## config.mk

```make
export PLATFORM = sky130hd
export DESIGN_NAME = hybrid_brightness_enc
export DESIGN_NICKNAME = d
export VERILOG_FILES = /design/src/rtl/brt_pkg.sv /design/src/rtl/brt_code_map.sv /design/src/rtl/brt_slot_timer.sv /design/src/rtl/brt_pwm_gate.sv /design/src/rtl/hybrid_brightness_enc.sv
export SDC_FILE = /design/constraint.sdc
export NUM_CORES = 1
export LEC_CHECK = 0
export BUFFER_PORTS_ARGS = -buffer_cell sky130_fd_sc_hd__buf_2
export CAP_MARGIN = 0
export CORE_ASPECT_RATIO = 2
export CORE_MARGIN = 8
export CORE_UTILIZATION = 45
export DETAILED_ROUTE_END_ITERATION = 16
export GPL_TIMING_DRIVEN = 0
export MAX_ROUTING_LAYER = met4
export SYNTH_ARGS = -nofsm -noshare
export SYNTH_HDL_FRONTEND = slang
export SYNTH_SLANG_ARGS = --single-unit
export TNS_END_PERCENT = 100
```

## constraint.sdc

```tcl
create_clock -name clk -period 3.25 [get_ports clk]
set_clock_uncertainty 0.05 [all_clocks]
set_input_delay 0.4875 -clock clk [delete_from_list [all_inputs] [get_ports clk]]
set_output_delay 0.4875 -clock clk [all_outputs]
set_load 0.01 [all_outputs]
```

## src/rtl/brt_pkg.sv

```systemverilog
package brt_pkg;
  localparam int PWM_SLOTS = 16;
  localparam int SLOT_W    = $clog2(PWM_SLOTS);
  localparam int DUTY_W    = SLOT_W + 1;
  localparam int CODE_W    = 5;
  localparam int LVL_W     = 2;

  typedef enum logic [LVL_W-1:0] {
    LVL_20   = 2'd0,
    LVL_40   = 2'd1,
    LVL_70   = 2'd2,
    LVL_FULL = 2'd3
  } lvl_e;

  typedef struct packed {
    lvl_e              lvl;
    logic [DUTY_W-1:0] duty;
  } bank_set_t;
endpackage

```

## src/rtl/brt_code_map.sv

```systemverilog
module brt_code_map
  import brt_pkg::*;
(
  input  logic [CODE_W-1:0] code,
  output bank_set_t         setting
);
  // Four analog bands, each with its own duty offset.
  always_comb begin
    setting.lvl  = LVL_20;
    setting.duty = DUTY_W'(code) + DUTY_W'(1);
    if (code >= CODE_W'(5'h1D)) begin
      setting.lvl = LVL_FULL;
      case (code)
        CODE_W'(5'h1D): setting.duty = DUTY_W'(13);
        CODE_W'(5'h1E): setting.duty = DUTY_W'(15);
        default:        setting.duty = DUTY_W'(16);
      endcase
    end else if (code >= CODE_W'(5'h17)) begin
      setting.lvl  = LVL_70;
      setting.duty = DUTY_W'(code) - DUTY_W'(12);
    end else if (code >= CODE_W'(5'h10)) begin
      setting.lvl  = LVL_40;
      setting.duty = DUTY_W'(code) - DUTY_W'(6);
    end
  end
endmodule

```

## src/rtl/brt_slot_timer.sv

```systemverilog
module brt_slot_timer
  import brt_pkg::*;
#(
  parameter int SLOT_CYCLES = 391
) (
  input  logic              clk,
  input  logic              rst,
  output logic [SLOT_W-1:0] slot,
  output logic              wrap
);
  localparam int PRE_W = (SLOT_CYCLES > 1) ? $clog2(SLOT_CYCLES) : 1;

  logic slot_end;

  generate
    if (SLOT_CYCLES == 1) begin : g_nodiv
      assign slot_end = 1'b1;
    end else begin : g_div
      logic [PRE_W-1:0] pre;
      always_ff @(posedge clk) begin
        if (rst) begin
          pre <= '0;
        end else if (pre == PRE_W'(SLOT_CYCLES - 1)) begin
          pre <= '0;
        end else begin
          pre <= pre + PRE_W'(1);
        end
      end
      assign slot_end = (pre == PRE_W'(SLOT_CYCLES - 1));
    end
  endgenerate

  always_ff @(posedge clk) begin
    if (rst) begin
      slot <= '0;
    end else if (slot_end) begin
      slot <= (slot == SLOT_W'(PWM_SLOTS - 1)) ? '0 : slot + SLOT_W'(1);
    end
  end

  assign wrap = slot_end && (slot == SLOT_W'(PWM_SLOTS - 1));
endmodule

```

## src/rtl/brt_pwm_gate.sv

```systemverilog
module brt_pwm_gate
  import brt_pkg::*;
(
  input  logic              clk,
  input  logic              rst,
  input  logic              en,
  input  logic              wrap,
  input  logic [SLOT_W-1:0] slot,
  input  bank_set_t         setting,
  output logic              gate_q,
  output logic [LVL_W-1:0]  lvl_q
);
  bank_set_t applied;
  logic      applied_on;

  // Settings are captured only at a period wrap; a low enable clears at once.
  always_ff @(posedge clk) begin
    if (rst) begin
      applied_on <= 1'b0;
      applied    <= '0;
    end else if (!en) begin
      applied_on <= 1'b0;
    end else if (wrap) begin
      applied_on <= 1'b1;
      applied    <= setting;
    end
  end

  always_ff @(posedge clk) begin
    if (rst) begin
      gate_q <= 1'b0;
      lvl_q  <= '0;
    end else begin
      gate_q <= en && applied_on && (DUTY_W'(slot) < applied.duty);
      lvl_q  <= (en && applied_on) ? applied.lvl : LVL_20;
    end
  end
endmodule

```

## src/rtl/hybrid_brightness_enc.sv

```systemverilog
module hybrid_brightness_enc
  import brt_pkg::*;
#(
  parameter int SLOT_CYCLES = 391
) (
  input  logic        clk,
  input  logic        rst,
  input  logic        main_en,
  input  logic [4:0]  main_code,
  input  logic        aux_en,
  input  logic [1:0]  aux_code,
  output logic        main_gate,
  output logic [1:0]  main_lvl,
  output logic [1:0]  aux_lvl
);
  logic [SLOT_W-1:0] slot;
  logic              wrap;
  bank_set_t         main_set;

  brt_slot_timer #(.SLOT_CYCLES(SLOT_CYCLES)) u_timer (
    .clk  (clk),
    .rst  (rst),
    .slot (slot),
    .wrap (wrap)
  );

  brt_code_map u_map (
    .code    (main_code),
    .setting (main_set)
  );

  brt_pwm_gate u_gate (
    .clk     (clk),
    .rst     (rst),
    .en      (main_en),
    .wrap    (wrap),
    .slot    (slot),
    .setting (main_set),
    .gate_q  (main_gate),
    .lvl_q   (main_lvl)
  );

  // Auxiliary bank: analog step only, no period alignment needed.
  always_ff @(posedge clk) begin
    if (rst) begin
      aux_lvl <= '0;
    end else begin
      aux_lvl <= aux_en ? aux_code : 2'd0;
    end
  end
endmodule

```

## Yosys cells after proc, flatten, opt, wreduce, memory -nomap -nowiden

Cells that the tools add are included.

| word-level totals | value |
|---|---|
| register bits | 26 |
| output and inout bits | 5 |
| bits of input ports | 11 |
| logic and storage cells | 37 |

| cells by class | value |
|---|---|
| muxes and demuxes | 5 |
| $add $sub $neg | 5 |
| equal/unequal tests | 4 |
| bitwise operators | 3 |
| order comparisons | 4 |
| reductions and logical operators | 8 |

Operators with widths:

| kind | count |
|---|---|
| $ge 5x5->1 const B | 3 |
| $mux 7 | 2 |
| $eq 5x5->1 const B | 2 |
| $pmux 5 s2 | 1 |
| $add 9x1->9 const B | 1 |
| $eq 9x9->1 const B | 1 |
| $reduce_or 2->1 | 4 |
| $mux 6 | 1 |
| $add 5x1->5 const B | 1 |
| $lt 4x5->1 | 1 |
| $sub 5x3->5 const B | 1 |
| $sub 5x4->5 const B | 1 |
| $add 4x1->4 const B | 1 |
| $eq 4x4->1 const B | 1 |
| $mux 4 | 1 |
| $logic_and 1x1->1 | 3 |
| $not 1->1 | 3 |
| $reduce_and 2->1 | 1 |

## Logic depth before layout (Yosys ltp)

Gate-level depths: netlist (run 1).

| depth | value |
|---|---|
| depth after elaboration | 4 |
| gate-level depth with buffers | 8 |
| depth with buffers taken out | 7 |

## Hierarchy

A second synthesis (run 1) with hierarchy kept.

| unflattened totals | value |
|---|---|
| cells, all modules | 174 |
| area total of the unflattened synthesis | 1612.8 um^2 |

Modules (own cells, without submodules):

| module | sequential area each (um^2) | times used | cells each | area an instance (um^2) |
|---|---|---|---|---|
| brt_slot_timer | 260.2 | 1 | 68 | 651.9 |
| brt_pwm_gate | 220.2 | 1 | 56 | 539.3 |
| brt_code_map | 0.0 | 1 | 46 | 364.1 |
| hybrid_brightness_enc | 40.0 | 1 | 4 | 57.6 |

## Worst setup path after synthesis (run 1)

OpenSTA, ideal clock, no wires.

| timing | value |
|---|---|
| path type | input to register |
| start | input main_code[1] |
| end | register u_gate.applied[2] (netlist name) |
| required time | 3.105 ns |
| path slack | 1.419 ns |
| library setup time | 0.095 ns |
| cell stages on the path | 7 |
| path buffers | 0 |
| arrival time | 1.686 ns |
| path through | inv_1 > ha_1 > a21o_1 > a21oi_2 > nor4bb_1 > a21oi_1 > a221oi_1 |

| on the way | value |
|---|---|
| cells in the longest elaborated chain, start to end | 4 |
| elaborated cells between the ends (all ways) | 12 |
| classes of those cells | add/sub (3); order compare (3); eq/ne (2); mux (4) |

RTL lines:

| item | RTL line | RTL |
|---|---|---|
| start, declared | hybrid_brightness_enc.sv:9 | `input logic [4:0] main_code,` |
| $add 5x1->5 (tied with other cells) | brt_code_map.sv:10 | `setting.duty = DUTY_W'(code) + DUTY_W'(1);` |
| $mux 6 | brt_code_map.sv:21 | `end else if (code >= CODE_W'(5'h10)) begin` |
| $mux 7 | brt_code_map.sv:18 | `end else if (code >= CODE_W'(5'h17)) begin` |
| $mux 7 (*) | brt_code_map.sv:11 | `if (code >= CODE_W'(5'h1D)) begin` |
| end signal, assigned | brt_pwm_gate.sv:25 | `applied <= setting;` |
| end, declared | brt_pwm_gate.sv:13 | `bank_set_t applied;` |

Mark *: on every way between the ends. The rest lies on a longest branch, timed or not.
A chain may end at the register's enable or synchronous reset.

## Worst setup path in the final report (run 1)

Ends and elaborated chain as after synthesis.

==> results.yml, run 1 <==
outcome:
  outcome: "finished clean"
yosys:
  async_reset_ff_frac: 0
  synth.cell_area_um2: 1433
  syn_area_per_cell_um2: 8.898
  synth_top_area_share: 0.3633
  syn-num-nets: 188
  yosysSeqAreaShare: 0.3633
  netlist_top_cells_area: "dfxtp_1 36%, ha_1 14%, nor2_1 4.7%"
  synth-edff-count: 0
  synthCells: 161
  synth.distinct_cells: 39
  synth_area_leader_cell: "dfxtp_1"
  ys_seq_elements: 26
  yosysWarnings: 0
  synthFlopType: "dfxtp_1"
worst_setup_path:
  cp_max_fo: 7
  cp.required_ns: 3.37
  crit_path_start_kind: "input port"
  critPathArrivalTime_ns: 2.19
  endpoint_kind: "flop"
  criticalPathCategory: "in -> reg"
floorplanning:
  die_area_um2: 5354
  die_w_um: 55.90
  die_h_um: 95.80
  io_pins: 16
  start_util: 0.4591
  core_um2: 3120
  rows: 29
power:
  p_per_area_nw_per_um2: 370.1
  ir_drop_v: 0.0002127
  seq_power_share: 0.554
  switching_share: 0.2298
  p_leak_nw: 0.6798
  p_total_mw: 0.5909
  power_switching_mw: 0.1358
  clockPowerShare: 0.341
  p_comb_frac: 0.106
  intPower_mw: 0.4551
place:
  dp_slack_ns: 0.9762
  dp_hpwl_um: 2468
  gp_congestion: 0.7051
  place.port_buffers: 14
global_route:
  antenna_found_initial: 0
  overflow: 0
  grt_max_degree: 15
  grtUsageTotal: 0.1158
  grt_first_pass_wirelength_um: 4995
  grt_pass1_vias: 1204
timing:
  finalCritPeriodShare: 0.6378
  final.min_clock_period_ns: 2.073
  slew_headroom: 0.6570
  finalHoldViolations: 0
  fmax_mhz: 482.4
  setup_ws_ns: 1.177
  rsz0062_at_grt: "false"
  final-max-slew-violation-count: 0
  tns_ns: 0
  tightest_slew_ns: 0.5145
  setup_viol: 0
clock_network:
  clockRootBuffer: "clkbuf_8"
  h-tree-depth: 1
  clkSinkCount: 26
  postCtsHoldBufs: 0
  cts.reportedPaths.clkPinSlew_ns: 0.08
  cts_tree: "yes"
  cts_setup_buffers: 0
  clock_latency_ns: 0.26
  numCtsBuffers: 3
  cts_resized: 0
  cts_buffer_depth: 2
flow_run:
  drv_cap: 0
cells_and_area:
  final_common_cell: "dfxtp_1"
  area_growth_pct: 11.44
  final_util: 0.5116
  antenna_cells: 0
  drive_gt1_frac: 0.1341
  final_cell_mix: "26 x dfxtp_1, 18 x nor2_1, 16 x ha_1, 14 x nand2_1, 14 x buf_2"
  nets: 207
routing:
  route.detailed.drc: 0
  drt_pass1_iterations: 4
  vias_per_cell: 5.376
  ant_nets: 0
  via_count: 1129
  drt_iter0_drc: 7
  wl_per_cell_um: 14.05
  routed_wl_um: 2950
worst_hold_path:
  holdCritPathClass: "reg -> reg"
[kinds of logic (layout without fill, tap and decap cells)]
| group | after synthesis | in the layout | share of synthesized area |
|---|---|---|---|
| flops | 26 | 26 | 0.3633 |
| xor+xnor | 11 | 11 | 0.06725 |
| simple gates | 60 | 60 | 0.2262 |
| buf+inv | 13 | 31 | 0.03668 |
| mux | 2 | 2 | 0.01397 |
| compound gates | 33 | 33 | 0.1529 |
| fa+ha+maj | 16 | 16 | 0.1397 |
[power groups by stage]
| stage | sequential [mW] | clock (mW) | combinational [mW] |
|---|---|---|---|
| 4_1_cts | 0.327 | 0.209 | 0.0631 |
| 3_5_place_dp | 0.335 | 0 | 0.0628 |
| 5_1_grt | 0.328 | 0.222 | 0.0703 |
| 6_report | 0.327 | 0.201 | 0.0626 |
| 2_1_floorplan | 0.334 | 0 | 0.0399 |
| 3_3_place_gp | 0.334 | 0 | 0.0609 |
[stage by stage]
stage                     std cells  hold slack (ns)  area (um^2)
final                           210           0.4004         1597
after global routing            210           0.4211         1597
after CTS                       210           0.4044         1597
after detailed placement        206           0.3939         1541
after global placement          206           0.3912         1541
after floorplan                 161           0.3773         1433
[worst max-delay path, stage by stage]
cell and delay [ns]:
buf_2 0.14, inv_1 0.11, ha_1 0.22, a21o_1 0.18, a21oi_2 0.30, nor4bb_1 0.39
a21oi_1 0.08, a221oi_1 0.28
[metal layers]
layer / vias up / GRT usage / part of all wire
li1: 589 / - / -
met1: 530 / 0.08609 / 0.33
met2: 8 / 0.2603 / 0.66
met3: 2 / 0.01585 / 0.0098
met4: 0 / 0.03629 / 0.0085
met5: - / - / 0
[path summary, 6_finish.rpt]
check	from	to	slack, ns	cells past startpoint
min reg2reg	u_gate.applied[6]$_SDFFE_PP0P_	u_gate.applied[6]$_SDFFE_PP0P_	0.40	2
max reg2reg	u_timer.g_div.pre[0]$_SDFF_PP0_	u_gate.applied[1]$_SDFFE_PP0P_	1.23	7
max	main_code[1]	u_gate.applied[2]$_SDFFE_PP0P_	1.18	8
min	u_gate.applied[6]$_SDFFE_PP0P_	u_gate.applied[6]$_SDFFE_PP0P_	0.40	2
[flip-flops by register name, indices dropped and copies added (netlist names)]
name and flops:
aux_lvl 2, u_gate.applied 7, u_gate.applied_on 1, u_gate.gate_q 1
u_gate.lvl_q 2, u_timer.g_div.pre 9, u_timer.slot 4
[layout make-up]
type	instances	area, um^2
repair buffers	14	70.07
flip-flops and latches	26	520.5
clock buffers	4	55.05
fillers	305	1524
well taps	31	38.79
multi-input cells	122	859.6
inverters	8	30.03
plain buffers	5	22.52
[Yosys cell counts, types with 2 or more instances]
cell type	instances
a21o_1	4
a21oi_1	11
and2_1	4
and3_1	3
and3b_1	2
clkbuf_1	4
dfxtp_1	26
ha_1	16
inv_1	7
mux2i_1	2
nand2_1	14
nand2b_1	2
nand3_1	5
nand4_1	3
nor2_1	18
nor3b_1	2
o21ai_0	5
o21ai_1	2
or3_1	2
xnor2_1	4
xor2_1	7
Power figures use the tool's default switching activity.
==> run 2, diff against run 1 <==
- ABC_AREA: default -> 1
- clock period: 3.25 -> 2.1 ns (I/O delays scaled with it)
==> results.yml, run 2 <==
global_route:
  grtUsageTotal: 0.1166
  grt_max_degree: 16
  antenna_found_initial: 0
  grt_first_pass_wirelength_um: 5326
  grt_pass1_vias: 1367
  overflow: 0
worst_setup_path:
  r2r_end: "u_gate.applied[2]$_SDFFE_PP0P_"
  ff2ff_setup_slack_ns: 0.56
  startpoint: "u_timer.slot[1]$_SDFFE_PP0P_"
  crit_top_cell: "nor2_2"
  critPathSlowestCell: "dfxtp_1"
  r2r_start: "u_timer.slot[1]$_SDFFE_PP0P_"
  cp_max_fo: 4
  path_cells: "ha_1, inv_1, nor2_2, nand4_4, nor2_2, o21ai_1, and2_1"
  criticalPathCategory: "reg -> reg"
  critPathArrivalTime_ns: 1.66
  path_buf_inv: 1
  crit_path_start_kind: "flop"
  path_delay_family: "simple AND/OR/NAND/NOR gates"
  critical_path.max_stage_delay_ns: 0.39
  endpoint_kind: "flop"
  reg2reg_depth: 7
  cp.required_ns: 2.22
timing:
  tns_ns: 0
  slew_headroom: 0.8092
  final.min_clock_period_ns: 1.541
  finalCritPeriodShare: 0.7337
  fmax_mhz: 649.1
  rsz0062_at_grt: "false"
  final-max-slew-violation-count: 0
  setup_viol: 0
  tightest_slew_ns: 0.2845
  finalHoldViolations: 0
yosys:
  synthTopCellsByCount: "47 x nand2_1, 26 x dfxtp_1, 23 x inv_1, 17 x nor2_1, 16 x ha_1"
  async_reset_ff_frac: 0
  syn-num-nets: 229
  synthCells: 202
  netlist_top_cells_area: "dfxtp_1 35%, ha_1 13%, nand2_1 12%"
  synthFlopType: "dfxtp_1"
  ys_seq_elements: 26
  synth_most_common_cell: "nand2_1"
  synth.cell_area_um2: 1500
  syn_area_per_cell_um2: 7.427
  synth-edff-count: 0
  synth_top_area_share: 0.3470
  yosysWarnings: 0
  yosysSeqAreaShare: 0.3470
  synth_area_leader_cell: "dfxtp_1"
  synth.distinct_cells: 27
power:
  p_leak_nw: 0.7948
  p_per_area_nw_per_um2: 601.3
  ir_drop_v: 0.0002722
routing:
  routed-wl-met2_um: 1869
  route.detailed.drc: 0
  wl_met3_um: 61
  drt_pass1_iterations: 3
  wl_per_cell_um: 11.82
  via_count: 1244
  ant_nets: 0
  wl_met1_um: 955
  routed_wl_um: 2967
  drt_iter0_drc: 13
  highest_layer: "met4"
  vias_per_cell: 4.956
place:
  place.port_buffers: 14
  dp_hpwl_um: 2541
  dp.cells: 247
  place_area_um2: 1609
  gp_congestion: 0.7362
clock_network:
  clkSinkCount: 26
  cts.reportedPaths.clkPinSlew_ns: 0.09
  clock_latency_ns: 0.27
  cts_resized: 0
  cts_buffer_depth: 2
  cts_tree: "yes"
  postCtsHoldBufs: 0
  cts_setup_buffers: 0
  h-tree-depth: 1
  clockRootBuffer: "clkbuf_8"
  numCtsBuffers: 3
floorplanning:
  rows: 29
  start_util: 0.4698
  die_area_um2: 5549
  die_w_um: 56.83
  die_h_um: 97.66
  io_pins: 16
  core_um2: 3193
worst_hold_path:
  hold_end: "aux_lvl[1]$_SDFF_PP0_"
  worstHoldStart: "aux_code[1]"
  hold-path-cell-count: 2
  holdCritPathClass: "in -> reg"
cells_and_area:
  largest_reg_flops: 9
  antenna_cells: 0
  final_cell_mix: "47 x nand2_1, 26 x dfxtp_1, 23 x inv_1, 17 x nor2_1, 16 x ha_1"
  nets: 248
  drive_gt1_frac: 0.1864
  final_common_cell: "nand2_1"
  post-route-cell-area_um2: 1680
  regMostFlops: "u_timer.g_div.pre"
  area_growth_pct: 12.01
  largestRegisters: "u_timer.g_div.pre (9), u_gate.applied (7), u_timer.slot (4)"
  stdcell_count: 251
flow_run:
  drv_cap: 0
outcome:
  outcome: "finished clean"
## run 2: cell count changes after synthesis, moves of 3 or more
cell,previous run,this run
nand2_1,14,47
inv_1,7,23
nor2_2,0,7
nand3_1,5,10
xor2_1,7,2
a21o_1,4,0
clkbuf_1,4,0
inv_2,1,5
nand2_2,0,4
o21ai_0,5,9
and2_1,4,1
nand4_1,3,0
nor3_1,0,3
xnor2_1,4,1
## run 2: layout make-up
cell class,count,area (um^2)
multi-input cells,145,848.3
clock buffers,3,41.29
well taps,31,38.79
fillers,330,1513
clock inverters,1,30.03
plain buffers,2,22.52
repair buffers,14,70.07
flip-flops and latches,26,520.5
inverters,29,108.9
## run 2: cell families (layout without fill, tap and decap cells)
| logic type | count (synthesis) | in the layout | synth area share |
|---|---|---|---|
| adders and majority gates | 16 | 16 | 0.1334 |
| buffers and inverters | 31 | 49 | 0.08757 |
| xor gates and xnor gates | 3 | 3 | 0.01752 |
| AOI/OAI and AO/OA | 26 | 26 | 0.09258 |
| and+or+nand+nor | 100 | 100 | 0.3219 |
| DFF | 26 | 26 | 0.3470 |
## run 2: stage by stage
stage	power [mW]	utilization	setup slack [ns]	hold WS [ns]
finish	1.010	0.5263	0.5593	0.2296
global route	1.052	0.5263	0.3871	0.2178
CTS	1.020	0.5263	0.5417	0.2244
detailed placement	0.6119	0.5039	0.4418	0.3759
global placement	0.6083	0.5039	0.4836	0.3691
floorplan	0.5771	-	0.7383	0.3341
## run 2: worst max path at each step
| stage | cells past startpoint | to | slack [ns] |
|---|---|---|---|
| after floorplan | 7 | u_gate.applied[2]$_SDFFE_PP0P_ | 0.74 |
| after global placement | 12 | u_gate.applied[3]$_SDFFE_PP0P_ | 0.48 |
| after detailed placement | 12 | u_gate.applied[3]$_SDFFE_PP0P_ | 0.44 |
| after global routing | 7 | u_gate.applied[2]$_SDFFE_PP0P_ | 0.39 |
| final | 7 | u_gate.applied[2]$_SDFFE_PP0P_ | 0.56 |
| after CTS | 7 | u_gate.applied[2]$_SDFFE_PP0P_ | 0.54 |
## run 2: power breakdown
group	total [mW]	internal [mW]	leakage, nW	switching (mW)
Combinational	0.0951	0.0350	0.549	0.0601
Sequential	0.504	0.499	0.210	0.00481
Clock	0.412	0.255	0.0357	0.156
## run 2: layer usage
| metal | track usage | up-vias |
|---|---|---|
| met5 | - | - |
| li1 | - | 667 |
| met3 | 0.01963 | 6 |
| met4 | 0.05273 | 0 |
| met2 | 0.2402 | 11 |
| met1 | 0.08882 | 560 |
